===== config.mk =====
export PLATFORM = sky130hd
export DESIGN_NAME = bcd_scan_mux
export DESIGN_NICKNAME = d
export VERILOG_FILES = /design/src/rtl/scan_pkg.sv /design/src/rtl/scan_tick_gen.sv /design/src/rtl/scan_pointer.sv /design/src/rtl/digit_mux.sv /design/src/rtl/bcd_scan_mux.sv
export SDC_FILE = /design/constraint.sdc
export NUM_CORES = 1
export LEC_CHECK = 0
export BUFFER_PORTS_ARGS = -buffer_cell sky130_fd_sc_hd__buf_2
export CAP_MARGIN = 20
export CORE_ASPECT_RATIO = 1.25
export CORE_MARGIN = 3
export CORE_UTILIZATION = 40
export CTS_BUF_LIST = sky130_fd_sc_hd__clkbuf_4
export CTS_CLUSTER_SIZE = 16
export DETAILED_ROUTE_END_ITERATION = 6
export SLEW_MARGIN = 10
export SYNTH_ARGS = -nofsm -noshare
export SYNTH_HDL_FRONTEND = slang
export SYNTH_SLANG_ARGS = --single-unit

===== constraint.sdc =====
create_clock -name clk_i -period 4 [get_ports clk_i]
set_input_delay 0.8 -clock clk_i [delete_from_list [all_inputs] [get_ports clk_i]]
set_output_delay 0.8 -clock clk_i [all_outputs]
set_load 0.1 [all_outputs]

===== src/rtl/scan_pkg.sv =====
package scan_pkg;

    typedef enum logic {
        SRC_PRESCALE = 1'b0,
        SRC_EXTERNAL = 1'b1
    } scan_src_e;

    // three-stage capture of the asynchronous scan pin: two for sync, one for edge
    typedef struct packed {
        logic meta;
        logic sync;
        logic prev;
    } ext_sync_t;

endpackage


===== src/rtl/scan_tick_gen.sv =====
module scan_tick_gen
    import scan_pkg::*;
#(
    parameter int DIV_W = 16
) (
    input  logic             clk_i,
    input  logic             mrst_i,
    input  scan_src_e        src_i,
    input  logic             ext_scan_i,
    input  logic [DIV_W-1:0] div_i,
    output logic             tick_o
);

    typedef struct packed {
        logic [DIV_W-1:0] cnt;
        ext_sync_t        ext;
    } tick_state_t;

    tick_state_t st_d, st_q;
    logic [DIV_W-1:0] limit;
    logic             pre_tick;
    logic             ext_rise;

    always_comb begin
        st_d     = st_q;
        limit    = (div_i == '0) ? '0 : div_i - 1'b1;
        pre_tick = (st_q.cnt >= limit);
        ext_rise = st_q.ext.sync & ~st_q.ext.prev;

        // synchronizer keeps shifting during reset so an edge seen then is absorbed
        st_d.ext.meta = ext_scan_i;
        st_d.ext.sync = st_q.ext.meta;
        st_d.ext.prev = st_q.ext.sync;

        if (mrst_i || src_i == SRC_EXTERNAL) begin
            st_d.cnt = '0;
        end else if (pre_tick) begin
            st_d.cnt = '0;
        end else begin
            st_d.cnt = st_q.cnt + 1'b1;
        end

        if (mrst_i) begin
            tick_o = 1'b0;
        end else if (src_i == SRC_EXTERNAL) begin
            tick_o = ext_rise;
        end else begin
            tick_o = pre_tick;
        end
    end

    always_ff @(posedge clk_i) begin
        st_q <= st_d;
    end

endmodule


===== src/rtl/scan_pointer.sv =====
module scan_pointer #(
    parameter int NUM_DIGITS = 3,
    localparam int PTR_W = (NUM_DIGITS > 1) ? $clog2(NUM_DIGITS) : 1
) (
    input  logic             clk_i,
    input  logic             mrst_i,
    input  logic             tick_i,
    output logic [PTR_W-1:0] pos_o
);

    localparam logic [PTR_W-1:0] LAST = PTR_W'(NUM_DIGITS - 1);

    typedef struct packed {
        logic [PTR_W-1:0] pos;
    } ptr_state_t;

    ptr_state_t st_d, st_q;

    always_comb begin
        st_d = st_q;
        if (mrst_i) begin
            st_d.pos = '0;
        end else if (tick_i) begin
            st_d.pos = (st_q.pos == LAST) ? '0 : st_q.pos + 1'b1;
        end
        pos_o = st_q.pos;
    end

    always_ff @(posedge clk_i) begin
        st_q <= st_d;
    end

endmodule


===== src/rtl/digit_mux.sv =====
module digit_mux #(
    parameter int NUM_DIGITS = 3,
    localparam int PTR_W = (NUM_DIGITS > 1) ? $clog2(NUM_DIGITS) : 1
) (
    input  logic                    mrst_i,
    input  logic [PTR_W-1:0]        pos_i,
    input  logic [NUM_DIGITS*4-1:0] digits_i,
    output logic [3:0]              bcd_o,
    output logic [NUM_DIGITS-1:0]   sel_n_o
);

    logic [PTR_W-1:0] eff_pos;

    always_comb begin
        // the stored position may lag reset by one edge; show digit one at once
        eff_pos = mrst_i ? '0 : pos_i;
        bcd_o   = digits_i[eff_pos*4 +: 4];
        for (int i = 0; i < NUM_DIGITS; i++) begin
            sel_n_o[i] = mrst_i | (eff_pos != PTR_W'(i));
        end
    end

endmodule


===== src/rtl/bcd_scan_mux.sv =====
module bcd_scan_mux #(
    parameter int NUM_DIGITS = 3,
    parameter int DIV_W      = 16
) (
    input  logic                    clk_i,
    input  logic                    mrst_i,
    input  logic                    src_sel_i,
    input  logic                    ext_scan_i,
    input  logic [DIV_W-1:0]        div_i,
    input  logic [NUM_DIGITS*4-1:0] digits_i,
    output logic [3:0]              bcd_o,
    output logic [NUM_DIGITS-1:0]   sel_n_o
);

    import scan_pkg::*;

    localparam int PTR_W = (NUM_DIGITS > 1) ? $clog2(NUM_DIGITS) : 1;

    logic             tick;
    logic [PTR_W-1:0] pos;
    scan_src_e        src;

    assign src = scan_src_e'(src_sel_i);

    scan_tick_gen #(.DIV_W(DIV_W)) u_tick (
        .clk_i      (clk_i),
        .mrst_i     (mrst_i),
        .src_i      (src),
        .ext_scan_i (ext_scan_i),
        .div_i      (div_i),
        .tick_o     (tick)
    );

    scan_pointer #(.NUM_DIGITS(NUM_DIGITS)) u_ptr (
        .clk_i  (clk_i),
        .mrst_i (mrst_i),
        .tick_i (tick),
        .pos_o  (pos)
    );

    digit_mux #(.NUM_DIGITS(NUM_DIGITS)) u_mux (
        .mrst_i   (mrst_i),
        .pos_i    (pos),
        .digits_i (digits_i),
        .bcd_o    (bcd_o),
        .sel_n_o  (sel_n_o)
    );

endmodule


==> summary.md, run 1 <==
| Metric | Value |
|---|---|
| Result of the run | finished, final reports clean |
| Number of distinct library cell variants in the gate-level netlist after synthesis | 39 |
| Category of the critical setup timing path | input port to flop |
| Post-route DRC | 0 |
| Sinks on Clock Net | 21 |
| Sum of internal, switching and leakage power | 0.4532 mW |
| Transition time of the tightest slew-check pin | 0.6252 ns |
| Clock H-tree levels | 1 |
| Type of the tightest min-delay check | flop to flop |
| Max-capacitance violation count | 0 |
| GRT Resource Usage Total | 0.1477 |
| Clk Latency, worst-skew pair | 0.29 ns |
| Mapped Nets | 261 |
| Clock Root Buffer | sky130_fd_sc_hd__clkbuf_4 |
| Min cycle time layout | 3.773 ns |
| Row cnt | 25 |
| Most used cell along the critical path | sky130_fd_sc_hd__buf_4 |
| Number of stages on the worst hold path | 0 |
| Top cells by area in the synthesized netlist | sky130_fd_sc_hd__dfxtp_1 (25%), sky130_fd_sc_hd__ha_1 (14%), sky130_fd_sc_hd__xor2_1 (9.0%) |
| Antenna cell count | 0 |
| Crit path required time | 4.23 ns |
| Number of failing setup endpoints in the final timing report | 0 |
| Die area | 0.004934 mm2 |
| Kind of start point of the critical path | input port |
| Sequential cell fraction of total power | 0.479 |
| Area share of the largest cell type after synthesis | 0.2549 |
| Clock tree from TritonCTS | built |
| Worst Skew | 0.005786 ns |
| Number of cells on the worst reg-to-reg path | 8 |
| Cells along the critical path | buf_2, or4_1, or3_1, or4_4, buf_4, nand2_1, ha_1, nand2_1, nor4_1, o311ai_0, buf_4, a311oi_1, buf_4, mux2i_1 |
| Net count, final | 311 |
| Maximum resistive drop on vdd | 85.68 uV |
| I/O Pins | 39 |
| Setup TNS Final | 0 ns |
| Routability congestion estimate from global placement | 0.7520 |
| DRC marker count from the first detailed-route iteration | 33 |
| Register bit count reported by yosys | 21 |
| Cell taking the most area after synthesis | sky130_fd_sc_hd__dfxtp_1 |
| Worst setup path start | div_i[13] |
| LEAKAGE | 0.9043 nW |
| Number of filler instances in the final layout | 413 |
| Post-cts sizing count | 0 |
| Worst path max stage delay | 0.55 ns |
| Die W | 63.43 um |
| Worst setup timing slack at the placement stage | -0.1385 ns |
| Worst setup margin | 0.2275 ns |
| CP max stage cell | sky130_fd_sc_hd__or4_4 |
| Nature of the critical path endpoint | flop |
| First drt pass iteration count | 4 |
| CTS buffer count | 3 |
| DP Wirelength | 3021 um |
| Starting density of the core | 0.4252 |
| DRT Wirelength | 3495 um |
| Detail-routed via count per cell | 5.051 |
| Routed via count | 1581 |
| Reg-to-reg setup timing slack | 1.85 ns |
| NetSw | 0.1494 mW |
| Remaining antenna violation count after routing | 0 |
| End point of the critical path | u_ptr.pos_o[0]$_SDFFE_PP0P_ |
| Layout Area Growth over Synthesis | 20.64% |
| Peak clock frequency supported by timing | 265.1 MHz |
| Portion of total power attributed to the clock network | 0.231 |
| Most common library cell in the layout ignoring fill and taps | sky130_fd_sc_hd__buf_2 |
| Pin count of the biggest net entering global routing | 16 |
| Global-route congestion overflow total | 0 |
| Drt wl/cell | 11.17 um |
| Final Slew Violations | 0 |
| Input/output buffers | 38 |
| Power density over the cells | 227.8 mW/mm2 |
| Data arrival time of the worst path | 4.00 ns |
| Internal power | 0.3038 mW |
| Maximum fanout along the worst path | 10 |
| Reg-to-reg endpoint | u_ptr.pos_o[0]$_SDFFE_PP0P_ |
| Gate Count Post-Synth | 210 |
| Share of power burned in combinational logic | 0.290 |
| Count of hold buffers inserted by post-cts repair | 0 |
| Worst flop-to-flop path startpoint | u_tick.st_q[16]$_SDFF_PP0_ |
| Die Span Y | 77.79 um |
| Clock slew at the register clock pins of the worst setup and hold paths | 0.11 ns |
| Most used cells in the layout excluding fill and tap cells | sky130_fd_sc_hd__buf_2 (38), sky130_fd_sc_hd__nand2_1 (28), sky130_fd_sc_hd__nor2_1 (25) |
| Post-route fraction of the period consumed by the critical path | 0.9431 |
| Average cell area after synthesis | 7.853 um2 |
| Vias in the first global route | 1441 |
| Total standard cell area after synthesis | 0.001649 mm2 |
| Area of the placeable core | 0.003879 mm2 |
| Proportion of total power due to net switching | 0.3297 |
| Relative max-transition margin | 0.5823 |
| Final count of hold timing violations | 0 |
| Yosys warnings | 0 |
| Fraction of layout instances using a drive strength above 1 | 0.2278 |
| Antenna violations before repair | 0 |
| First-pass GRT wire length | 6099 um |
| Sequential element share of the synthesized area | 0.2549 |
| Count of buffers added by post-CTS timing repair for setup | 0 |
| RSZ-0062 raised after global routing | false |
| Maximum buffer depth of the clock tree | 2 |
worst min-delay path by stage:
stage,end,from
after detailed placement,u_tick.st_d[0]$_DFF_P_,u_tick.st_d[1]$_DFF_P_
final,u_tick.st_d[0]$_DFF_P_,u_tick.st_d[1]$_DFF_P_
after CTS,u_tick.st_d[0]$_DFF_P_,u_tick.st_d[1]$_DFF_P_
after global placement,u_tick.st_d[0]$_DFF_P_,u_tick.st_d[1]$_DFF_P_
after floorplan,u_tick.st_d[0]$_DFF_P_,u_tick.st_d[1]$_DFF_P_
after global routing,u_tick.st_d[0]$_DFF_P_,u_tick.st_d[1]$_DFF_P_
state kept, by name (all words and copies together), names as in the netlist:
signal and count:
u_ptr.pos_o 2, u_tick.st_d 2, u_tick.st_q 17
layout make-up:
class	instances	area (um2)	area share
clock buffer	4	30.03	0.01509
timing repair buffer	50	280.3	0.1409
sequential	21	420.4	0.2113
multi-input combinational	175	1157	0.5818
inverter	9	33.78	0.01698
tap	54	67.56	0.03396
critical path: cells and delay by family:
family          cells  cell delay (ns)
mux                 1             0.17
buf+inv             4             0.64
fa+ha+maj           1             0.14
compound gates      2             0.47
simple gates        6             1.77
synthesized netlist by cell type:
cell type and count:
sky130_fd_sc_hd__nand2_1 28, sky130_fd_sc_hd__nor2_1 25, sky130_fd_sc_hd__dfxtp_1 21, sky130_fd_sc_hd__ha_1 19, sky130_fd_sc_hd__xor2_1 17, sky130_fd_sc_hd__a21oi_1 10, sky130_fd_sc_hd__xnor2_1 10, sky130_fd_sc_hd__inv_1 9
sky130_fd_sc_hd__o21ai_0 8, sky130_fd_sc_hd__nor3_1 7, sky130_fd_sc_hd__nand3_1 6, sky130_fd_sc_hd__a22oi_1 4, sky130_fd_sc_hd__nand4_1 4, sky130_fd_sc_hd__or3_1 4, sky130_fd_sc_hd__clkbuf_1 3, sky130_fd_sc_hd__nand2_2 3
sky130_fd_sc_hd__nand2b_1 3, sky130_fd_sc_hd__and3_1 2, sky130_fd_sc_hd__and4_1 2, sky130_fd_sc_hd__mux2i_1 2, sky130_fd_sc_hd__nand3b_1 2, sky130_fd_sc_hd__nand4b_1 2, sky130_fd_sc_hd__nor2b_1 2, sky130_fd_sc_hd__nor4_1 2
sky130_fd_sc_hd__a211oi_1 1, sky130_fd_sc_hd__a21boi_0 1, sky130_fd_sc_hd__a2bb2oi_1 1, sky130_fd_sc_hd__a311oi_1 1, sky130_fd_sc_hd__a31oi_1 1, sky130_fd_sc_hd__and2_1 1, sky130_fd_sc_hd__buf_6 1, sky130_fd_sc_hd__buf_8 1
sky130_fd_sc_hd__nor3b_1 1, sky130_fd_sc_hd__o211a_1 1, sky130_fd_sc_hd__o311ai_0 1, sky130_fd_sc_hd__or2_2 1, sky130_fd_sc_hd__or2b_1 1, sky130_fd_sc_hd__or4_1 1, sky130_fd_sc_hd__or4_4 1
power by group through the flow:
stage | clock [mW] | sequential, mW | combinational [mW]
finish | 0.105 | 0.217 | 0.131
global route | 0.116 | 0.218 | 0.144
CTS | 0.109 | 0.217 | 0.133
detailed placement | 0 | 0.222 | 0.133
global placement | 0 | 0.222 | 0.132
floorplan | 0 | 0.220 | 0.0907
cell families after synthesis:
group / synth area share
compound gates: 0.1078
xor+xnor: 0.1434
fa+ha+maj: 0.1442
buf+inv: 0.04324
flops: 0.2549
mux: 0.01214
simple gates: 0.2944
through the flow:
| stage | area, um2 | hold slack [ns] | util | instances |
|---|---|---|---|---|
| floorplan | 1650 | 0.3096 | - | 210 |
| global placement | 1959 | 0.3101 | 0.5052 | 309 |
| detailed placement | 1959 | 0.3132 | 0.5052 | 309 |
| CTS | 1989 | 0.3397 | 0.5129 | 313 |
| global route | 1989 | 0.3495 | 0.5129 | 313 |
| finish | 1989 | 0.3362 | 0.5129 | 313 |
per-layer routing:
metal,routed length [um],global-route usage,part of all wire
met3,149,0.01737,0.043
met2,1755,0.2654,0.50
met4,58,0.04752,0.017
met1,1531,0.1802,0.44
met5,0,0,0
(Power assumes the default switching activity.)
==> inputs of run 2 (changes only) <==
--- a/config.mk
+++ b/config.mk
@@ -13,6 +13,7 @@
 export CTS_BUF_LIST = sky130_fd_sc_hd__clkbuf_4
 export CTS_CLUSTER_SIZE = 16
 export DETAILED_ROUTE_END_ITERATION = 6
+export PLACE_DENSITY_LB_ADDON = 0.15
 export SLEW_MARGIN = 10
 export SYNTH_ARGS = -nofsm -noshare
 export SYNTH_HDL_FRONTEND = slang
==> constraint.sdc (replaced) <==
create_clock -name clk_i -period 4 [get_ports clk_i]
set_input_delay 0.8 -clock clk_i [delete_from_list [all_inputs] [get_ports clk_i]]
set_output_delay 0.8 -clock clk_i [all_outputs]
set_load 0.05 [all_outputs]
==> run 2 against run 1 <==
Core utilization grew 0.52 points. Clock power about the same. Sequential power hardly changed. Global-route usage up 0.68 points. Wire length decreased by 0.80%. Total power is 4.9% lower. Combinational power decreased by 17%.
==> summary.md, run 2 (synthesis gave the netlist of run 1 again) <==
| Metric | Value |
|---|---|
| Worst setup margin | 0.2768 ns |
| Post-route fraction of the period consumed by the critical path | 0.9308 |
| Area of placed instances | 0.001967 mm2 |
| Hold-critical path endpoint | u_tick.st_d[0]$_DFF_P_ |
| Startpoint of the lowest-slack hold path | u_tick.st_d[1]$_DFF_P_ |
| Reg-to-reg endpoint | u_ptr.pos_o[1]$_SDFFE_PP0P_ |
| Crit path required time | 4.24 ns |
| Type of the tightest min-delay check | flop to flop |
| Clock Root Buffer | sky130_fd_sc_hd__clkbuf_4 |
| Peak clock frequency supported by timing | 268.6 MHz |
| Relative max-transition margin | 0.5925 |
| CTS buffer count | 3 |
| Worst path max stage delay | 0.55 ns |
| Cells along the critical path | buf_2, or4_1, or3_1, or4_4, or2b_1, ha_1, nor2b_1, o211a_1, o311ai_0, buf_4, nand4b_1, buf_4, a21oi_1 |
| Routed via count | 1554 |
| Vias in the first global route | 1602 |
| Input/output buffers | 38 |
| Drt wl/cell | 11.04 um |
| Min cycle time layout | 3.723 ns |
| Data arrival time of the worst path | 3.96 ns |
| Max FFs per register | 17 |
| Worst flop-to-flop path startpoint | u_tick.st_q[16]$_SDFF_PP0_ |
| Most used cells in the layout excluding fill and tap cells | sky130_fd_sc_hd__buf_2 (38), sky130_fd_sc_hd__nand2_1 (28), sky130_fd_sc_hd__nor2_1 (25) |
| Die area | 0.004934 mm2 |
| Met2 wirelength from detailed routing | 1738 um |
| Top routing layer in use | met4 |
| Area of the placeable core | 0.003879 mm2 |
| Number of stages on the worst hold path | 0 |
| DRT Wirelength | 3467 um |
| Proportion of total power due to net switching | 0.2959 |
| Clk Latency, worst-skew pair | 0.29 ns |
| LEAKAGE | 0.9091 nW |
| Sequential cell fraction of total power | 0.504 |
| Detail-routed via count per cell | 4.949 |
| Share of power burned in combinational logic | 0.252 |
| Antenna violations before repair | 0 |
| Pin count of the biggest net entering global routing | 16 |
| Nature of the critical path endpoint | flop |
| Maximum buffer depth of the clock tree | 2 |
| Transition time of the tightest slew-check pin | 0.6100 ns |
| Final count of hold timing violations | 0 |
| Most used cell along the critical path | sky130_fd_sc_hd__buf_4 |
| Number of filler instances in the final layout | 404 |
| Die W | 63.43 um |
| Antenna cell count | 0 |
| Result of the run | finished, final reports clean |
| Power density over the cells | 214.6 mW/mm2 |
| Row cnt | 25 |
| Post-route cell area | 0.002009 mm2 |
| Clock H-tree levels | 1 |
| Area of the multi-input gates | 0.001170 mm2 |
| Worst Skew | 0.002257 ns |
| Starting density of the core | 0.4252 |
| RSZ-0062 raised after global routing | false |
| Routability congestion estimate from global placement | 0.7673 |
| Net count, final | 312 |
| Kind of cell adding the most delay to the critical path | simple AND/OR/NAND/NOR gates |
| Global-route congestion overflow total | 0 |
| Clock slew at the register clock pins of the worst setup and hold paths | 0.11 ns |
| I/O Pins | 39 |
| Layout Area Growth over Synthesis | 21.85% |
| Category of the critical setup timing path | input port to flop |
| Max-capacitance violation count | 0 |
| Number of failing setup endpoints in the final timing report | 0 |
| Sinks on Clock Net | 21 |
| Kind of start point of the critical path | input port |
| Internal power | 0.3036 mW |
| Portion of total power attributed to the clock network | 0.244 |
| Number of cells on the worst reg-to-reg path | 8 |
| Met1 wire length | 1515 um |
| GRT Resource Usage Total | 0.1545 |
| Post-route DRC | 0 |
| Reg-to-reg setup timing slack | 1.94 ns |
| Most common library cell in the layout ignoring fill and taps | sky130_fd_sc_hd__buf_2 |
| Fraction of layout instances using a drive strength above 1 | 0.2385 |
| DRC marker count from the first detailed-route iteration | 20 |
| Top reg by flops | u_tick.st_q |
| Final Slew Violations | 0 |
| Die Span Y | 77.79 um |
| First drt pass iteration count | 4 |
| Total buffers and inverters traversed by the critical path | 3 |
| Worst setup timing slack at the placement stage | -0.1932 ns |
| CP max stage cell | sky130_fd_sc_hd__or4_4 |
| WL met3 | 130 um |
| DP Wirelength | 2920 um |
| Area of all sequential standard cells | 420.4 um2 |
| Maximum fanout along the worst path | 15 |
| Remaining antenna violation count after routing | 0 |
| Clock tree from TritonCTS | built |
| NetSw | 0.1276 mW |
| First-pass GRT wire length | 6375 um |
| Maximum resistive drop on vdd | 85.72 uV |
[run 2: layout make-up]
type / instances / share of cell area
inverter: 9 / 0.01681
sequential: 21 / 0.2092
timing repair buffer: 51 / 0.1432
multi-input combinational: 175 / 0.5822
tap: 54 / 0.03362
clock buffer: 4 / 0.01494
[run 2: worst max-delay path by stage]
stage | slack (ns) | from | endpoint | cells after the start
2_1_floorplan | 0.008 | div_i[13] | u_tick.st_q[10]$_SDFF_PP0_ | 12
3_3_place_gp | -0.18 | div_i[13] | u_ptr.pos_o[1]$_SDFFE_PP0P_ | 14
3_5_place_dp | -0.19 | div_i[13] | u_ptr.pos_o[1]$_SDFFE_PP0P_ | 14
4_1_cts | 0.12 | div_i[13] | u_ptr.pos_o[1]$_SDFFE_PP0P_ | 14
5_1_grt | 0.05 | div_i[13] | u_tick.st_q[15]$_SDFF_PP0_ | 13
6_report | 0.28 | div_i[13] | u_tick.st_q[17]$_SDFF_PP0_ | 13
[run 2: what timing repair did]
item | in CTS | in global routing
hold buffers | 0 | 0
gates resized for setup | 0 | 2
setup buffers | 0 | 0
setup endpoints to repair | 0 | 2
[run 2: routing by layer]
| metal | vias to the layer above | global-route usage |
|---|---|---|
| met1 | 687 | 0.1674 |
| met2 | 33 | 0.2968 |
| li1 | 827 | - |
| met5 | - | 0 |
| met4 | 0 | 0.05832 |
| met3 | 7 | 0.02026 |
[run 2: metrics by stage]
stage | hold slack (ns) | setup TNS, ns | util | total power, mW | instances
2_1_floorplan | 0.3096 | 0 | - | 0.2880 | 210
3_3_place_gp | 0.3124 | -0.3701 | 0.5071 | 0.3306 | 310
3_5_place_dp | 0.3266 | -0.9570 | 0.5071 | 0.3311 | 310
4_1_cts | 0.3526 | 0 | 0.5148 | 0.4386 | 314
5_1_grt | 0.3570 | 0 | 0.5181 | 0.4623 | 314
6_report | 0.3515 | 0 | 0.5181 | 0.4312 | 314
[run 2: power groups by stage]
stage	combinational [mW]	sequential [mW]	clock (mW)
final	0.109	0.217	0.105
after global routing	0.122	0.218	0.122
after CTS	0.109	0.217	0.112
after detailed placement	0.109	0.222	0
after global placement	0.109	0.222	0
after floorplan	0.0675	0.220	0
==> inputs of run 3 (changes only) <==
--- a/config.mk
+++ b/config.mk
@@ -9,11 +9,12 @@
 export CAP_MARGIN = 20
 export CORE_ASPECT_RATIO = 1.25
 export CORE_MARGIN = 3
-export CORE_UTILIZATION = 40
+export CORE_UTILIZATION = 50
 export CTS_BUF_LIST = sky130_fd_sc_hd__clkbuf_4
 export CTS_CLUSTER_SIZE = 16
 export DETAILED_ROUTE_END_ITERATION = 6
 export PLACE_DENSITY_LB_ADDON = 0.15
+export SETUP_SLACK_MARGIN = 0.4
 export SLEW_MARGIN = 10
 export SYNTH_ARGS = -nofsm -noshare
 export SYNTH_HDL_FRONTEND = slang
==> run 3 against run 2 <==
Combinational power grew 11%. Wire length grew 3.8%. Worst setup slack gained 0.16 ns. Critical path depth shrank 1. Via count grew 1.2%. Sequential share of layout area shrank 0.83 points. Sequential power is essentially flat. Largest power group unchanged.
==> summary.md, run 3 (synthesis gave the netlist of run 1 again) <==
| Metric | Value |
|---|---|
| Result of the run | finished, final reports clean |
| Vias in the first global route | 1419 |
| Number of failing setup endpoints in the final timing report | 0 |
| Final count of hold timing violations | 0 |
| Routability congestion estimate from global placement | 0.8251 |
| Clock tree from TritonCTS | built |
| Area of the multi-input gates | 0.001320 mm2 |
| Type of the tightest min-delay check | flop to flop |
| First drt pass iteration count | 4 |
| Row cnt | 22 |
| I/O Pins | 39 |
| Layout Area Growth over Synthesis | 26.86% |
| Clk Latency, worst-skew pair | 0.31 ns |
| Area of the placeable core | 0.003055 mm2 |
| Total buffers and inverters traversed by the critical path | 2 |
| Final Util | 0.6847 |
| Crit path required time | 4.26 ns |
| Sinks on Clock Net | 21 |
| Input/output buffers | 38 |
| DP Wirelength | 2833 um |
| Kind of start point of the critical path | input port |
| Relative max-transition margin | 0.6137 |
| Net count, final | 306 |
| Kind of cell adding the most delay to the critical path | simple AND/OR/NAND/NOR gates |
| Max FFs per register | 17 |
| Worst flop-to-flop path startpoint | u_tick.st_q[12]$_SDFF_PP0_ |
| Antenna violations before repair | 0 |
| Worst Skew | 0.0009777 ns |
| Number of filler instances in the final layout | 276 |
| Clock H-tree levels | 1 |
| Antenna cell count | 0 |
| Post-route fraction of the period consumed by the critical path | 0.8896 |
| Final Slew Violations | 0 |
| RSZ-0062 raised after global routing | true |
| Max-capacitance violation count | 0 |
| Data arrival time of the worst path | 3.82 ns |
| Reg-to-reg setup timing slack | 2.06 ns |
| Fraction of layout instances using a drive strength above 1 | 0.2835 |
| DRT Wirelength | 3598 um |
| Worst setup path start | div_i[13] |
| Drt wl/cell | 12.41 um |
| Most common library cell in the layout ignoring fill and taps | sky130_fd_sc_hd__buf_2 |
| Die W | 57.37 um |
| End point of the critical path | u_tick.st_q[10]$_SDFF_PP0_ |
| Maximum resistive drop on vdd | 131.3 uV |
| Nature of the critical path endpoint | flop |
| Most used cells in the layout excluding fill and tap cells | sky130_fd_sc_hd__buf_2 (37), sky130_fd_sc_hd__nor2_1 (25), sky130_fd_sc_hd__nand2_1 (24) |
| CTS buffer count | 3 |
| Global-route congestion overflow total | 0 |
| Remaining antenna violation count after routing | 0 |
| First-pass GRT wire length | 5809 um |
| WP depth | 12 |
| Worst path max stage delay | 0.58 ns |
| DRC marker count from the first detailed-route iteration | 35 |
| Clock Root Buffer | sky130_fd_sc_hd__clkbuf_4 |
| Area of all sequential standard cells | 420.4 um2 |
| Number of cells on the worst reg-to-reg path | 7 |
| Pin count of the biggest net entering global routing | 16 |
| Routed via count | 1573 |
| Setup TNS Final | 0 ns |
| Cells along the critical path | buf_6, or4_4, or3_4, or4_4, or2b_1, ha_4, nor2b_4, o211a_1, o311ai_4, nand4b_1, buf_6, nor2_1 |
| Detail-routed via count per cell | 5.424 |
| Maximum fanout along the worst path | 15 |
| Post-route DRC | 0 |
| CP max stage cell | sky130_fd_sc_hd__or4_4 |
| Die area | 0.004028 mm2 |
| Transition time of the tightest slew-check pin | 0.5782 ns |
| Clock slew at the register clock pins of the worst setup and hold paths | 0.12 ns |
| GRT Resource Usage Total | 0.1744 |
| Die Span Y | 70.21 um |
| Min cycle time layout | 3.559 ns |
| Power density over the cells | 212.6 mW/mm2 |
| Maximum buffer depth of the clock tree | 2 |
| LEAKAGE | 0.9027 nW |
| Top reg by flops | u_tick.st_q |
| Starting density of the core | 0.5397 |
| Category of the critical setup timing path | input port to flop |
| Reg-to-reg endpoint | u_ptr.pos_o[0]$_SDFFE_PP0P_ |
| Peak clock frequency supported by timing | 281.0 MHz |
[run 3: metal layers]
| layer | GRT usage | vias to the layer above | wire, um |
|---|---|---|---|
| met3 | 0.02218 | 5 | 171 |
| met1 | 0.2047 | 715 | 1532 |
| met2 | 0.3153 | 36 | 1844 |
| met5 | 0 | - | 0 |
| li1 | - | 817 | - |
| met4 | 0.05928 | 0 | 49 |
[run 3: final cells by class]
type	count	area share
Sequential cell	21	0.2010
Clock buffer	3	0.01077
Inverter	9	0.01615
Multi-Input combinational cell	176	0.6310
Clock inverter	1	0.002392
Tap cell	36	0.02153
Timing Repair Buffer	44	0.1172
[run 3: timing repair]
action | CTS | global route
pin swaps | 1 | 6
gates cloned | 0 | 1
hold endpoints to repair | 0 | 0
setup endpoints to repair | 11 | 17
gates resized for setup | 1 | 14
setup buffers | 0 | 1
hold buffers | 0 | 0
[run 3: worst min path at each step]
stage | start | to | depth (start not counted)
floorplan | u_tick.st_d[1]$_DFF_P_ | u_tick.st_d[0]$_DFF_P_ | 0
global placement | u_tick.st_d[1]$_DFF_P_ | u_tick.st_d[0]$_DFF_P_ | 0
detailed placement | u_tick.st_d[1]$_DFF_P_ | u_tick.st_d[0]$_DFF_P_ | 0
CTS | u_tick.st_d[1]$_DFF_P_ | u_tick.st_d[0]$_DFF_P_ | 0
global route | u_tick.st_d[1]$_DFF_P_ | u_tick.st_d[0]$_DFF_P_ | 0
finish | u_tick.st_d[1]$_DFF_P_ | u_tick.st_d[0]$_DFF_P_ | 0
[run 3: report_power, final]
group	switching [mW]	internal, mW	total (mW)
Combinational	0.0703	0.0511	0.121
Sequential	0.00464	0.213	0.217
Clock	0.0684	0.0375	0.106
Total	0.143	0.301	0.445
[run 3: stage by stage]
| step | setup slack [ns] | power (mW) | area [um2] | cells | hold WS, ns |
|---|---|---|---|---|---|
| 6_report | 0.4415 | 0.4447 | 2092 | 290 | 0.3414 |
| 4_1_cts | 0.4296 | 0.4343 | 1997 | 288 | 0.3438 |
| 3_5_place_dp | 0.02909 | 0.3317 | 1958 | 284 | 0.3167 |
| 3_3_place_gp | 0.06849 | 0.3306 | 1958 | 284 | 0.3142 |
| 5_1_grt | 0.3615 | 0.4678 | 2092 | 290 | 0.3567 |
| 2_1_floorplan | 0.1456 | 0.2944 | 1733 | 210 | 0.3096 |
